<file path="src/rtl/wpg_pkg.sv">
package wpg_pkg;
  // width of a counter that must reach the value n
  function automatic int cnt_w(input int n);
    return (n < 1) ? 1 : $clog2(n + 1);
  endfunction
endpackage

</file>
<file path="src/rtl/wpg_holdoff.sv">
module wpg_holdoff #(
  parameter int HOLDOFF_CYC = 500000
) (
  input  logic clk,
  input  logic rst_n,
  input  logic pwr_good,
  output logic armed
);
  localparam int HW = wpg_pkg::cnt_w(HOLDOFF_CYC);
  localparam logic [HW-1:0] HLIM = HW'(HOLDOFF_CYC);

  logic [HW-1:0] run_q;

  always_ff @(posedge clk or negedge rst_n) begin
    if (!rst_n)            run_q <= '0;
    else if (!pwr_good)    run_q <= '0;
    else if (run_q != HLIM) run_q <= run_q + 1'b1;
  end

  assign armed = pwr_good && (run_q == HLIM);
endmodule

</file>
<file path="src/rtl/wpg_rst_filter.sv">
module wpg_rst_filter #(
  parameter int RST_MIN_CYC = 50
) (
  input  logic clk,
  input  logic rst_n,
  input  logic dev_rst_n,
  output logic abort_o
);
  localparam int RW = wpg_pkg::cnt_w(RST_MIN_CYC);
  localparam logic [RW-1:0] RLIM = RW'(RST_MIN_CYC);

  logic [RW-1:0] low_q;

  always_ff @(posedge clk or negedge rst_n) begin
    if (!rst_n) begin
      low_q   <= '0;
      abort_o <= 1'b0;
    end else if (dev_rst_n) begin
      low_q   <= '0;
      abort_o <= 1'b0;
    end else begin
      abort_o <= (low_q == RLIM - 1'b1);
      if (low_q != RLIM) low_q <= low_q + 1'b1;
    end
  end
endmodule

</file>
<file path="src/rtl/wpg_strobe_qual.sv">
module wpg_strobe_qual #(
  parameter int ADDR_W     = 18,
  parameter int DATA_W     = 8,
  parameter int MIN_WE_CYC = 2
) (
  input  logic              clk,
  input  logic              rst_n,
  input  logic              strb,
  input  logic              block,
  input  logic [ADDR_W-1:0] addr,
  input  logic [DATA_W-1:0] din,
  output logic              wr_valid,
  output logic [ADDR_W-1:0] wr_addr,
  output logic [DATA_W-1:0] wr_data
);
  localparam int WW = wpg_pkg::cnt_w(MIN_WE_CYC);
  localparam logic [WW-1:0] WLIM = WW'(MIN_WE_CYC);

  logic              strb_q;
  logic              spoil_q;
  logic [WW-1:0]     len_q;
  logic [ADDR_W-1:0] addr_q;
  logic [DATA_W-1:0] data_q;
  logic              start, stop;

  assign start = strb && !strb_q;
  assign stop  = !strb && strb_q;

  always_ff @(posedge clk or negedge rst_n) begin
    if (!rst_n) begin
      strb_q  <= 1'b0;
      spoil_q <= 1'b0;
      len_q   <= '0;
      addr_q  <= '0;
      data_q  <= '0;
    end else begin
      strb_q <= strb;
      if (start) begin
        len_q   <= WW'(1);
        spoil_q <= block;
        addr_q  <= addr;
      end else if (strb) begin
        if (len_q != WLIM) len_q <= len_q + 1'b1;
        spoil_q <= spoil_q || block;
      end
      if (strb) data_q <= din;
    end
  end

  always_ff @(posedge clk or negedge rst_n) begin
    if (!rst_n) begin
      wr_valid <= 1'b0;
      wr_addr  <= '0;
      wr_data  <= '0;
    end else begin
      wr_valid <= stop && !spoil_q && (len_q >= WLIM);
      if (stop) begin
        wr_addr <= addr_q;
        wr_data <= data_q;
      end
    end
  end
endmodule

</file>
<file path="src/rtl/wpg_front.sv">
module wpg_front #(
  parameter int ADDR_W      = 18,
  parameter int DATA_W      = 8,
  parameter int MIN_WE_CYC  = 2,
  parameter int HOLDOFF_CYC = 500000,
  parameter int RST_MIN_CYC = 50
) (
  input  logic              clk,
  input  logic              rst_n,
  input  logic              ce_n,
  input  logic              oe_n,
  input  logic              we_n,
  input  logic              dev_rst_n,
  input  logic              pwr_good,
  input  logic [ADDR_W-1:0] addr,
  input  logic [DATA_W-1:0] din,
  output logic              wr_valid,
  output logic [ADDR_W-1:0] wr_addr,
  output logic [DATA_W-1:0] wr_data,
  output logic              abort_o,
  output logic              rd_en
);
  logic armed;
  logic strb;
  logic block;

  wpg_holdoff #(.HOLDOFF_CYC(HOLDOFF_CYC)) u_holdoff (
    .clk(clk), .rst_n(rst_n), .pwr_good(pwr_good), .armed(armed)
  );

  wpg_rst_filter #(.RST_MIN_CYC(RST_MIN_CYC)) u_rstf (
    .clk(clk), .rst_n(rst_n), .dev_rst_n(dev_rst_n), .abort_o(abort_o)
  );

  // strobe window: later falling edge, earlier rising edge of ce_n/we_n
  assign strb  = !ce_n && !we_n;
  assign block = !oe_n || !armed || !dev_rst_n;

  wpg_strobe_qual #(
    .ADDR_W(ADDR_W), .DATA_W(DATA_W), .MIN_WE_CYC(MIN_WE_CYC)
  ) u_qual (
    .clk(clk), .rst_n(rst_n), .strb(strb), .block(block),
    .addr(addr), .din(din),
    .wr_valid(wr_valid), .wr_addr(wr_addr), .wr_data(wr_data)
  );

  assign rd_en = dev_rst_n && !ce_n && !oe_n && we_n;
endmodule

</file>
<file path="config.mk">
export PLATFORM = sky130hd
export DESIGN_NAME = wpg_front
export DESIGN_NICKNAME = d
export VERILOG_FILES = /design/src/rtl/wpg_pkg.sv /design/src/rtl/wpg_holdoff.sv /design/src/rtl/wpg_rst_filter.sv /design/src/rtl/wpg_strobe_qual.sv /design/src/rtl/wpg_front.sv
export SDC_FILE = /design/constraint.sdc
export NUM_CORES = 1
export LEC_CHECK = 0
export BUFFER_PORTS_ARGS = -buffer_cell sky130_fd_sc_hd__buf_2
export CAP_MARGIN = 20
export CORE_MARGIN = 2
export CORE_UTILIZATION = 52
export CTS_CLUSTER_DIAMETER = 40
export DETAILED_ROUTE_END_ITERATION = 12
export PLACE_DENSITY = 0.85
export SLEW_MARGIN = 15
export SYNTH_ARGS = -nofsm -noshare
export SYNTH_HDL_FRONTEND = slang
export SYNTH_SLANG_ARGS = --single-unit
</file>
<file path="constraint.sdc">
create_clock -name clk -period 2.71 [get_ports clk]
set_input_delay 0.6775 -clock clk [delete_from_list [all_inputs] [get_ports clk]]
set_output_delay 0.6775 -clock clk [all_outputs]
set_load 0.02 [all_outputs]
</file>
==> results.txt, run 1 <==
Post-DRT Antenna Nets - 0
Post-synth EDFFs - 0
Initial Util - 52.9%
fin area - 4130 um^2
CTS buffer count - 9
diodes inserted - 0
slew margin rel. - 60.5%
setup bufs post-CTS - 0
Die Wd - 86.4 um
crit-path max FO - 9
CTS tree - yes
crit share post-route - 71.4%
post-synthesis instance total - 290
Buffers on Ports - 61
top-count cell post-synth - dfrtp_1
final slew viol count - 0
Avg Inst Size Synth - 12.2 um^2
clk buf depth - 2
CP required - 2030 ps
Max stage delay on crit path - 200 ps
drt first-iter violations - 126
post-layout min period - 1940 ps
largest net degree at the start of global routing - 48
R2R cell count - 4
crit start category - primary input
Achievable Freq - 517 MHz
GR Layer Usage met3 - 4.19%
RSZ-0062 raised after global routing - no
Clock Latency Late Sink - 350 ps
I/O pins - 62
Hold Crit Class - in2async
first-pass GRT wire length - 11100 um
GR met1 Demand/Resource - 24.7%
static leakage - 1.97 nW
Fin Clk Skew - 7.82 ps
Crit path max-delay family - buffers and inverters
Net Count, Synth - 329
hold slack - 279 ps
sequential area share after synthesis - 58.8%
placed inst area - 3910 um^2
GRT Max-Usage Layer - met2
fin nets - 391
Root Buffer Master - clkbuf_8
maximum VDD drop - 0.253 mV
die height - 86.4 um
core area - 6680 um^2
Crit Path Class - in2out
vias per cell - 5.39
final WL - 6630 um
Crit path depth - 3
FF+latch count, synth - 83
hpwl dp - 4600 um
routed vias - 2357
synth cell count leaders - dfrtp_1 (83), mux2_2 (44), nand2_1 (43)
top cells by area, synth - dfrtp_1 (59%), mux2_2 (14%), nand2_1 (4.6%)
vias in the first global route - 2393
fraction of registers with async set/reset - 100%
GRT Util Overall - 19.1%
critical path buffer and inverter count - 2
share of cells above drive strength 1 - 36.7%
die area - 7470 um^2
Total Neg Setup Slack - 0 ps
Main synth FF type - dfrtp_1
area delta synth->final - 17.0%
# hold bufs at CTS - 0
antenna violations before repair - 0
status - finished, final reports clean
post-CTS sizing - 0
Pwr Total - 3.06 mW
first-pass detailed-route iteration total - 4
mapped cell area - 3530 um^2
Reg clk slew, reported paths - 80 ps
endpoints failing hold - 0
CP Capture Type - primary output
Overflow after GRT - 0
Synth warnings - 0
Sink Count - 83
Power Density - 741 nW/um^2
Layout Cells excl Fill - 437
Arrival @ worst endpoint - 1260 ps
post-synth top area cell - dfrtp_1
met2 usage - 31.5%
post-detailed-route wirelength per cell - 15.2 um
Max-Cap Viols - 0
slowest cell on the critical path - nor4bb_1
post-placement cell count - 421
Site Rows - 30
Post-route DRC - 0
worst-path cell chain - buf_2 > nor4bb_1 > buf_2
share of the synthesized area in the top cell type - 58.8%
# fillers - 514
Synth cell types - 42
Slew @ Worst Pin - 584 ps
CP most frequent cell - buf_2
setup violators final - 0
Routability Congestion - 0.799
htree depth - 3
power breakdown:
part | switching (mW) | total (mW) | internal (mW)
Clock | 0.458 | 0.983 | 0.525
Combinational | 0.312 | 0.556 | 0.244
Sequential | 0.102 | 1.52 | 1.42
final timing paths:
| check | slack, ps | endpoint | startpoint |
|---|---|---|---|
| min reg2reg | 440 | u_qual.wr_valid | u_qual.spoil_q |
| max | 770 | rd_en | dev_rst_n |
| min in group clk | 440 | u_qual.wr_valid | u_qual.spoil_q |
| max in group asynchronous | 1840 | u_holdoff.run_q[8] | rst_n |
| max reg2reg | 970 | u_holdoff.run_q[17] | u_holdoff.run_q[2] |
| min | 280 | u_qual.wr_addr[5] | rst_n |
cell families after synthesis:
kind of cell	synth area share, %
and+or+nand+nor	15.2
DFF	58.8
muxes	14.6
adders and majority gates	2.12
buffers and inverters	2.48
xor gates and xnor gates	4.21
AOI/OAI and AO/OA	2.65
metal layers:
metal  up-vias  routed length [um]
met5         -                   0
met4         0                  23
met3         2                 315
met2        55                3370
met1      1183                2930
li1       1117                   -
cells in the final DEF (no fill, tap or decap), types with 6 or more instances in the layout:
| master | n |
|---|---|
| dfrtp_1 | 83 |
| buf_2 | 60 |
| mux2_2 | 44 |
| nand2_1 | 43 |
| nor2_1 | 24 |
| xor2_1 | 14 |
| clkbuf_8 | 9 |
| nand3_1 | 8 |
| inv_1 | 7 |
| nand4_1 | 7 |
| ha_1 | 6 |
metrics by stage:
stage / utilization (%) / worst slack, ps
after global placement: 58.5 / 514
after floorplan: - / 440
after global routing: 61.9 / 737
final: 61.9 / 774
after CTS: 61.9 / 771
after detailed placement: 58.5 / 472
worst register-to-register path, cell delays in order (launching register included):
cell     delay (ps)
dfrtp_1         450
and4_1          420
nand4_1         220
or4_1           500
nand2_1          90
layout make-up:
type | instances | area, um^2 | area share (%)
Sequential cell | 83 | 2080 | 50.2
Timing Repair Buffer | 63 | 335 | 8.11
Multi-Input combinational cell | 188 | 1370 | 33.1
Clock buffer | 9 | 124 | 3.00
Tap cell | 80 | 100 | 2.42
Inverter | 7 | 26.3 | 0.636
Clock inverter | 7 | 101 | 2.45
registers in the layout, indices dropped and copies added, names as in the netlist:
| register | flops |
|---|---|
| u_holdoff.run_q | 19 |
| u_qual.addr_q | 18 |
| u_qual.wr_addr | 18 |
| u_qual.data_q | 8 |
| u_qual.wr_data | 8 |
| u_rstf.low_q | 6 |
| u_qual.len_q | 2 |
| u_qual.spoil_q | 1 |
| u_qual.strb_q | 1 |
| u_qual.wr_valid | 1 |
| u_rstf.abort_o | 1 |
No activity file was read; power rests on OpenSTA's default activity.
==> run 2, diff against run 1 <==
Clock period 2.71 ns to 1.9 ns, I/O delays scaled along.
==> run 2 against run 1 <==
Net effect:
- critical path depth grew 3
- worst setup slack lost 610 ps
- critical path type is now reg2reg
- die area is the same
- cell count grew 1.4%
- sequential share of layout area down 1.0 points
- highest routed layer unchanged
- first-iteration DRC count shrank 2.4%
- largest cell class unchanged
==> results.txt, run 2 (synthesis gave the netlist of run 1 again) <==
status - finished, final reports clean (unchanged)
Die Wd - 86.4 um (unchanged)
CP Capture Type - register (was primary output)
first-pass detailed-route iteration total - 4 (unchanged)
share of cells above drive strength 1 - 38.0% (was 36.7%)
fin area - 4220 um^2 (was 4130 um^2)
Clock Latency Late Sink - 350 ps (about the same)
Layout Cells excl Fill - 443 (was 437)
commonest non-fill, non-tap cell in the layout - dfrtp_1 (unchanged)
Net Sw Frac - 28.1% (was 28.4%)
clk buf depth - 2 (unchanged)
static leakage - 2.02 nW (was 1.97 nW)
Initial Util - 52.9% (unchanged)
Sink Count - 83 (unchanged)
Clk pwr share - 31.9% (was 32.1%)
slew margin rel. - 69.1% (was 60.5%)
Pwr Total - 4.37 mW (was 3.06 mW)
vias per cell - 5.37 (was 5.39)
fin nets - 397 (was 391)
crit-path max FO - 5 (was 9)
Site Rows - 30 (unchanged)
routed vias - 2379 (was 2357)
Max-Cap Viols - 0 (unchanged)
Crit Path Class - reg2reg (was in2out)
Final WS setup - 169 ps (was 774 ps)
Post-DRT Antenna Nets - 0 (unchanged)
Fin Clk Skew - 6.71 ps (was 7.82 ps)
vias in the first global route - 2381 (was 2393)
core area - 6680 um^2 (unchanged)
CP required - 2170 ps (was 2030 ps)
I/O pins - 62 (unchanged)
endpoints failing hold - 0 (unchanged)
Root Buffer Master - clkbuf_8 (unchanged)
commonest cells after routing, fill and taps aside - dfrtp_1 (83), buf_2 (60), mux2_2 (44) (unchanged)
slowest cell on the critical path - dfrtp_1 (was nor4bb_1)
internal power - 3.14 mW (was 2.19 mW)
top flop regs - u_holdoff.run_q (19), u_qual.addr_q (18), u_qual.wr_addr (18) (unchanged)
diodes inserted - 0 (unchanged)
final WL - 6470 um (was 6630 um)
final slew viol count - 0 (unchanged)
crit start category - register (was primary input)
max reg flops - 19 (unchanged)
sequential power share - 49.6% (was 49.8%)
setup violators final - 0 (unchanged)
Combinational Power Share - 18.5% (was 18.2%)
register with the most flip-flops - u_holdoff.run_q (unchanged)
post-detailed-route wirelength per cell - 14.6 um (was 15.2 um)
GRT Util Overall - 18.4% (was 19.1%)
CTS tree - yes (unchanged)
hpwl dp - 4550 um (was 4600 um)
Routability Congestion - 0.873 (was 0.799)
Achievable Freq - 578 MHz
drt first-iter violations - 123 (was 126)
critical path buffer and inverter count - 1 (was 2)
Max stage delay on crit path - 430 ps (was 200 ps)
area of the multi-input gates - 1380 um^2 (was 1370 um^2)
first-pass GRT wire length - 11000 um (was 11100 um)
P_sw - 1.23 mW (was 871 uW)
CTS buffer count - 9 (unchanged)
area delta synth->final - 19.4% (was 17.0%)
die area - 7470 um^2 (unchanged)
htree depth - 3 (unchanged)
worst-path cell chain - inv_1 > ha_1 > nor4b_2 > nand4_1 > nor4_4 > mux2i_1 (was buf_2 > nor4bb_1 > buf_2)
maximum VDD drop - 0.497 mV (was 0.253 mV)
DP Worst Slack - 110 ps (was 472 ps)
RSZ-0062 raised after global routing - no (unchanged)
# fillers - 518 (was 514)
antenna violations before repair - 0 (unchanged)
Post-route DRC - 0 (unchanged)
Buffers on Ports - 61 (unchanged)
Slew @ Worst Pin - 457 ps (was 584 ps)
FF/Latch Area - 2080 um^2 (unchanged)
# hold bufs at CTS - 0 (unchanged)
Hold Crit Class - in2async (unchanged)
Power Density - 1040 nW/um^2 (was 741 nW/um^2)
Arrival @ worst endpoint - 2000 ps (was 1260 ps)
Crit path max-delay family - simple AND/OR/NAND/NOR gates (was buffers and inverters)
Overflow after GRT - 0 (unchanged)
crit share post-route - 91.1%
post-placement cell count - 426 (was 421)
Total Neg Setup Slack - 0 ps (unchanged)
post-layout min period - 1730 ps
Reg clk slew, reported paths - 90 ps (was 80 ps)
placed inst area - 3980 um^2 (was 3910 um^2)
die height - 86.4 um (unchanged)
largest net degree at the start of global routing - 30 (was 48)
run 2: cell types whose count changed in the layout (fill, tap and decap cells not counted), sizes merged:
| cell | before | now |
|---|---|---|
| clkinvlp | 2 | 1 |
| inv | 8 | 9 |
| buf | 63 | 69 |
run 2: power groups by stage:
stage | combinational, mW | sequential [mW] | clock, mW
after global routing | 0.878 | 2.20 | 1.49
after floorplan | 0.306 | 2.38 | 0
final | 0.807 | 2.17 | 1.39
after global placement | 0.783 | 2.19 | 0
after CTS | 0.815 | 2.17 | 1.42
after detailed placement | 0.811 | 2.21 | 0
run 2: per-stage QoR:
stage | util, % | hold slack, ps
after floorplan | - | 179
after global placement | 59.6 | 412
after detailed placement | 59.6 | 417
after CTS | 63.0 | 38.1
after global routing | 63.2 | 56.8
final | 63.2 | 30.9
run 2: path summary, 6_finish.rpt:
path                       cells after the start  slack [ps]               start                 end
min in group clk                               3         310              din[1]    u_qual.data_q[1]
min                                            1          30               rst_n   u_qual.wr_addr[4]
max                                            6         170  u_holdoff.run_q[1]  u_holdoff.run_q[0]
min reg2reg                                    1         470      u_qual.spoil_q     u_qual.wr_valid
max in group asynchronous                      2        1390               rst_n     u_qual.wr_valid
max reg2reg                                    6         170  u_holdoff.run_q[1]  u_holdoff.run_q[0]
run 2: worst register-to-register path, cell delays in order, from the launching register on:
cell and delay (ps):
dfrtp_1 430, inv_1 70, ha_1 130, nor4b_2 170
nand4_1 170, nor4_4 430, mux2i_1 250
run 2: cell type report:
cell class / count / area share [%]
inverters: 7 / 0.623
multi-input cells: 188 / 32.6
repair buffers: 69 / 9.90
clock buffers: 9 / 2.94
well taps: 80 / 2.37
clock inverters: 7 / 2.34
flip-flops and latches: 83 / 49.2
run 2: layer usage:
metal	part of all wire [%]	track usage, %	up-vias
met5	0	0	-
met4	1.4	6.39	0
met3	4.1	3.62	9
met2	47	29.7	54
met1	47	25.1	1187
li1	-	-	1129
run 2: timing repair:
| item | 4_1_cts | 5_1_grt |
|---|---|---|
| setup endpoints to repair | 0 | 1 |
| resized for setup | 0 | 1 |
| buffers inserted | 0 | 1 |
